==> src/rtl/edge_chk_pkg.sv <==
package edge_chk_pkg;

    localparam int NUM_DIR = 4;
    localparam int NUM_PIX = 9;
    localparam int CTR_IDX = 4;

    // Distance in row-major index from the centre to each end of a line
    function automatic int dir_step(input int dir);
        case (dir)
            0:       return 1;   // horizontal
            1:       return 3;   // vertical
            2:       return 4;   // main diagonal
            default: return 2;   // anti-diagonal
        endcase
    endfunction

    function automatic int nbr_lo(input int dir);
        return CTR_IDX - dir_step(dir);
    endfunction

    function automatic int nbr_hi(input int dir);
        return CTR_IDX + dir_step(dir);
    endfunction

    typedef struct packed {
        logic               noisy;
        logic [NUM_DIR-1:0] edge_dir;
    } decision_t;

endpackage

==> src/rtl/ec_absdiff.sv <==
module ec_absdiff #(
    parameter int W = 8
) (
    input  logic [W-1:0] a_i,
    input  logic [W-1:0] b_i,
    output logic [W-1:0] d_o
);
    always_comb begin
        if (a_i >= b_i) d_o = a_i - b_i;
        else            d_o = b_i - a_i;
    end
endmodule

==> src/rtl/ec_dir_test.sv <==
module ec_dir_test #(
    parameter int W = 8
) (
    input  logic [W-1:0] ctr_i,
    input  logic [W-1:0] nb_lo_i,
    input  logic [W-1:0] nb_hi_i,
    input  logic [W-1:0] thr_i,
    output logic         is_edge_o
);
    logic [W-1:0] dist_lo;
    logic [W-1:0] dist_hi;
    logic         far_lo;
    logic         far_hi;

    ec_absdiff #(.W(W)) u_dlo (.a_i(ctr_i), .b_i(nb_lo_i), .d_o(dist_lo));
    ec_absdiff #(.W(W)) u_dhi (.a_i(ctr_i), .b_i(nb_hi_i), .d_o(dist_hi));

    always_comb begin
        far_lo    = dist_lo > thr_i;
        far_hi    = dist_hi > thr_i;
        is_edge_o = ~(far_lo | far_hi);
    end

    // An edge line keeps both ends inside the band [centre-thr, centre+thr]
    always_comb begin
        if (is_edge_o) begin
            AST_EDGE_IN_BAND: assert ((int'(nb_lo_i) + int'(thr_i) >= int'(ctr_i))
                                   && (int'(nb_lo_i) <= int'(ctr_i) + int'(thr_i))
                                   && (int'(nb_hi_i) + int'(thr_i) >= int'(ctr_i))
                                   && (int'(nb_hi_i) <= int'(ctr_i) + int'(thr_i)))
                else $error("edge flag outside band");
        end
    end
endmodule

==> src/rtl/ec_decide.sv <==
module ec_decide #(
    parameter int N = 4
) (
    input  logic [N-1:0] edge_i,
    input  logic         suspect_i,
    output logic         noisy_o
);
    logic sel;

    always_comb begin
        sel = |edge_i;
        // 2:1 select: an edge on any line overrides the suspicion
        noisy_o = sel ? 1'b0 : suspect_i;
    end

    always_comb begin
        if (noisy_o) begin
            AST_NOISY_NEEDS_SUSPECT: assert (suspect_i)
                else $error("noise flag without suspicion");
        end
    end
endmodule

==> src/rtl/edge_check_unit.sv <==
module edge_check_unit
    import edge_chk_pkg::*;
#(
    parameter int PIX_W   = 8,
    parameter bit REG_OUT = 1'b1
) (
    input  logic                       clk,
    input  logic                       rst_n,
    input  logic [NUM_PIX*PIX_W-1:0]   win_i,
    input  logic [PIX_W-1:0]           thr_i,
    input  logic                       suspect_i,
    output logic                       noisy_o,
    output logic [NUM_DIR-1:0]         edge_dir_o
);
    logic [PIX_W-1:0]   ctr;
    logic [NUM_DIR-1:0] dir_edge;
    logic               noisy_c;
    decision_t          dec_d;
    decision_t          dec_q;

    assign ctr = win_i[CTR_IDX*PIX_W +: PIX_W];

    for (genvar g = 0; g < NUM_DIR; g++) begin : g_dir
        localparam int LO = nbr_lo(g);
        localparam int HI = nbr_hi(g);
        ec_dir_test #(.W(PIX_W)) u_dir (
            .ctr_i    (ctr),
            .nb_lo_i  (win_i[LO*PIX_W +: PIX_W]),
            .nb_hi_i  (win_i[HI*PIX_W +: PIX_W]),
            .thr_i    (thr_i),
            .is_edge_o(dir_edge[g])
        );
    end

    ec_decide #(.N(NUM_DIR)) u_decide (
        .edge_i   (dir_edge),
        .suspect_i(suspect_i),
        .noisy_o  (noisy_c)
    );

    always_comb begin
        dec_d          = '0;
        dec_d.noisy    = noisy_c;
        dec_d.edge_dir = dir_edge;
    end

    if (REG_OUT) begin : g_reg
        always_ff @(posedge clk or negedge rst_n) begin
            if (!rst_n) dec_q <= '0;
            else        dec_q <= dec_d;
        end

        AST_BYPASS_CLEARS: assert property (@(posedge clk) disable iff (!rst_n)
            !suspect_i |=> !noisy_o) else $error("bypass failed");
        AST_EDGE_BLOCKS_NOISE: assert property (@(posedge clk) disable iff (!rst_n)
            (edge_dir_o != '0) |-> !noisy_o) else $error("edge not honoured");
        AST_NOISE_FROM_SUSPECT: assert property (@(posedge clk) disable iff (!rst_n)
            $rose(noisy_o) |-> $past(suspect_i)) else $error("noise without cause");
    end else begin : g_comb
        assign dec_q = dec_d;
    end

    assign noisy_o    = dec_q.noisy;
    assign edge_dir_o = dec_q.edge_dir;
endmodule

==> config.mk <==
export PLATFORM = sky130hd
export DESIGN_NAME = edge_check_unit
export DESIGN_NICKNAME = d
export VERILOG_FILES = /design/src/rtl/edge_chk_pkg.sv /design/src/rtl/ec_absdiff.sv /design/src/rtl/ec_dir_test.sv /design/src/rtl/ec_decide.sv /design/src/rtl/edge_check_unit.sv
export SDC_FILE = /design/constraint.sdc
export NUM_CORES = 1
export LEC_CHECK = 0
export BUFFER_PORTS_ARGS = -buffer_cell sky130_fd_sc_hd__clkbuf_2
export CAP_MARGIN = 10
export CELL_PAD_IN_SITES_DETAIL_PLACEMENT = 1
export CELL_PAD_IN_SITES_GLOBAL_PLACEMENT = 2
export CORE_ASPECT_RATIO = 0.8
export CORE_MARGIN = 2
export CORE_UTILIZATION = 36
export DETAILED_ROUTE_END_ITERATION = 6
export PLACE_DENSITY_LB_ADDON = 0.1
export SYNTH_ARGS = -nofsm -noshare
export SYNTH_HDL_FRONTEND = slang
export SYNTH_SLANG_ARGS = --single-unit
==> constraint.sdc <==
create_clock -name clk -period 0.8 [get_ports clk]
set_input_delay 0.16 -clock clk [delete_from_list [all_inputs] [get_ports clk]]
set_output_delay 0.16 -clock clk [all_outputs]
set_load 0.05 [all_outputs]
==> insert_results.sql <==
INSERT INTO impl_metrics (metric_group, metric, value, unit) VALUES
('power', 'irDropWorstVdd', '0.623', 'mV'),
('floorplan', 'die-width', '153', 'um'),
('sta', 'tightest_slew', '0.375', 'ns'),
('sta', 'timing.final.ws_setup', '-2.67', 'ns'),
('detailed_routing', 'detailedRoute.firstIterationViolations', '225', ''),
('floorplan', 'initial_utilization', '36.9', '%'),
('clock_network', 'clock-root-buffer', 'clkbuf_16', ''),
('cells_and_area', 'stdcell_count', '1400', ''),
('sta', 'finalHoldViolCount', '0', ''),
('global_route', 'grt_start_max_net_pins', '9', ''),
('yosys', 'syn_area', '6430', 'um2'),
('yosys', 'synth_top_cell_by_area', 'ha_1', ''),
('yosys', 'synth.net_count', '1081', ''),
('yosys', 'synth-seq-area-share', '1.95', '%'),
('detailed_routing', 'via_count', '7387', ''),
('floorplan', 'coreArea', '17400', 'um2'),
('global_route', 'wire_length_of_the_first_global_routing_pass', '42000', 'um'),
('cells_and_area', 'layout-drive-gt1-share', '41.3', '%'),
('cells_and_area', 'antenna_cells_inserted', '0', ''),
('global_route', 'grt.overflow.total', '0', ''),
('placement', 'hpwlAfterDp', '22800', 'um'),
('setup_path', 'worst_ep_required_time', '0.92', 'ns'),
('yosys', 'synth-seq-cells', '5', ''),
('hold_path', 'hold_path_startpoint', 'suspect_i', ''),
('floorplan', 'dieArea', '19000', 'um2'),
('yosys', 'synth.cells.most_frequent', 'ha_1, inv_1, a21oi_1', ''),
('yosys', 'synth-main-ff-cell', 'dfrtp_1', ''),
('yosys', 'synth.area.top_cells', 'ha_1, a21oi_1, mux2i_1', ''),
('sta', 'final.period_utilization', '434', '%'),
('flow_run', 'max_cap_violations', '0', ''),
('floorplan', 'fp.dieH', '124', 'um'),
('setup_path', 'timing.critical_path.from_type', 'input port', ''),
('setup_path', 'crit_path_start', 'win_i[32]', ''),
('yosys', 'yosysTopAreaCellShare', '35.8', '%'),
('power', 'p_leak', '0.00538', 'uW'),
('power', 'power-per-cell-area', '1180', 'nW/um2'),
('status', 'violated_checks', 'negative setup slack', ''),
('cells_and_area', 'design.final.nets', '1459', ''),
('clock_network', 'cts.htree.levels', '1', ''),
('sta', 'slew_margin_rel', '74.7', '%'),
('yosys', 'yosysUniqueCellTypes', '41', ''),
('setup_path', 'critical_path.max_fanout', '5', ''),
('cells_and_area', 'area_growth_syn_to_layout', '55.8', '%'),
('sta', 'final-setup-viol-count', '10', ''),
('hold_path', 'hold_path.class', 'input port to register', ''),
('sta', 'finalMaxSlewViolations', '0', ''),
('setup_path', 'setup.worst_path.end_class', 'register', ''),
('global_route', 'grt_usage', '27.9', '%'),
('setup_path', 'cp.arrival', '3.59', 'ns'),
('detailed_routing', 'wirelength', '27100', 'um'),
('clock_network', 'tritoncts', 'built', ''),
('yosys', 'asyncSetResetFlopFracSynth', '100', '%'),
('floorplan', 'i_o_pin_cnt', '88', ''),
('detailed_routing', 'antenna_violating_nets_post_route', '0', ''),
('cells_and_area', 'postLayoutCoreUtil', '57.5', '%'),
('global_route', 'antenna_found_initial', '0', ''),
('setup_path', 'critical_path_class', 'input port to register', ''),
('global_route', 'first_global_vias', '8182', ''),
('clock_network', 'clkSlewWorstSetupHoldPaths', '0.03', 'ns'),
('yosys', 'yosys.cell_count.top_type', 'ha_1', ''),
('clock_network', 'total_clock_buffers_created_by_cts', '3', ''),
('detailed_routing', 'detail_route.vias_per_cell', '5.28', ''),
('yosys', 'synthesis.yosys.warnings', '0', ''),
('detailed_routing', 'drc', '0', ''),
('detailed_routing', 'drt_pass1_iterations', '4', ''),
('yosys', 'synth-edff-count', '0', ''),
('setup_path', 'timing.critical_path.to', 'noisy_o', ''),
('yosys', 'average_footprint_of_a_synthesized_cell', '8.06', 'um2'),
('sta', 'max_freq', '288', 'MHz'),
('status', 'outcome', 'finished, violations left', ''),
('floorplan', 'number_of_core_rows', '43', ''),
('placement', 'placement.io_buffers', '87', ''),
('yosys', 'netlist_instances', '798', ''),
('placement', 'dpl.cell_count', '1372', ''),
('sta', 'rsz0062_at_grt', 'yes', ''),
('clock_network', 'ctsLongestPathBuffers', '2', ''),
('detailed_routing', 'avgRoutedWirePerCell', '19.4', 'um'),
('placement', 'place_congestion', '0.902', ''),
('clock_network', 'clkSinkCount', '5', ''),
('sta', 'post-route-min-period', '3.47', 'ns');
## placed cells by master (no fill, tap or decap), types with 4 or more instances in the layout
master	instances
a31oi_1	4
nand3_1	10
buf_8	6
buf_6	9
nand2_1	23
nor2b_1	13
mux2i_2	7
xor2_1	18
o22a_1	4
xnor2_1	28
fa_1	8
ha_4	7
mux2_4	8
fa_2	8
a21oi_2	19
buf_12	5
buf_4	293
o22ai_1	5
dfrtp_1	5
mux2i_1	38
o211ai_1	7
nor2_1	40
a2111oi_2	5
a21o_1	34
a21oi_1	73
nor3_1	8
o21bai_1	12
ha_1	177
o41a_1	10
nand4_1	29
a211oi_4	6
inv_1	101
o21ai_0	27
clkbuf_2	80
## how the worst min path moves through the flow
stage                     cells past startpoint       endpoint  slack, ns
after floorplan                               0  edge_dir_o[0]      -0.14
after global placement                        1  edge_dir_o[1]      -0.02
after detailed placement                      1  edge_dir_o[1]      -0.01
after CTS                                     3        noisy_o       0.21
after global routing                          3        noisy_o       0.22
final                                         3        noisy_o       0.22
## cell families after synthesis
family | share of synthesized area (%)
buf+inv | 7.92
xor+xnor | 6.54
mux | 9.03
simple gates | 10.5
compound gates | 23.3
flops | 1.95
fa+ha+maj | 40.8
## per-layer routing
metal	vias up	GRT usage, %	part of all wire [%]
li1	3595	-	-
met1	3605	32.9	42
met2	136	54.4	52
met3	51	1.86	2.6
met4	0	8.43	3.0
met5	-	0	0
## area by class of cell
cell class | instances | area [um2]
clock buffer | 3 | 75.1
inverter | 108 | 419
timing repair buffer | 395 | 2910
sequential | 5 | 125
fill | 2131 | 7410
tap | 225 | 282
clock inverter | 1 | 5.00
multi-input combinational | 663 | 6200
## flip-flops by register name (all words and copies together) (netlist names)
signal	flops
noisy_o	1
edge_dir_o	4
## worst max-delay path, stage by stage
cell	delay (ns)
buf_8	0.10
clkinvlp_4	0.13
buf_6	0.15
buf_12	0.11
ha_1	0.14
inv_1	0.06
fa_2	0.37
a31oi_4	0.20
a21oi_2	0.10
a211oi_4	0.24
buf_4	0.17
mux2_4	0.30
xor2_2	0.15
ha_1	0.33
nand4_1	0.16
a21oi_2	0.16
a2111oi_2	0.05
o22a_1	0.18
nor4_1	0.30
## repair_timing
| action | in CTS | in global routing |
|---|---|---|
| buffers inserted | 17 | 8 |
| setup endpoints to repair | 10 | 10 |
| resized for setup | 67 | 27 |
| endpoints found under the hold margin | 5 | 0 |
| pin swaps | 31 | 21 |
| hold buffers | 1 | 0 |
## power by group
part	total, uW	switching [uW]	internal (uW)
logic	10600	5300	5250
registers	478	105	373
clock network	839	184	655
## metrics by stage
step	total power, uW	hold WS, ns	setup slack (ns)	area (um2)	setup TNS (ns)
6_report	11900	0.217	-2.67	10000	-13.26
5_1_grt	12800	0.218	-2.76	10000	-14.00
4_1_cts	11400	0.206	-2.63	9860	-13.29
3_5_place_dp	9700	-0.0126	-3.14	9370	-14.96
3_3_place_gp	9130	-0.0151	-3.09	9370	-14.60
2_1_floorplan	5710	-0.136	-2.34	6560	-11.20
(Power assumes the default switching activity.)
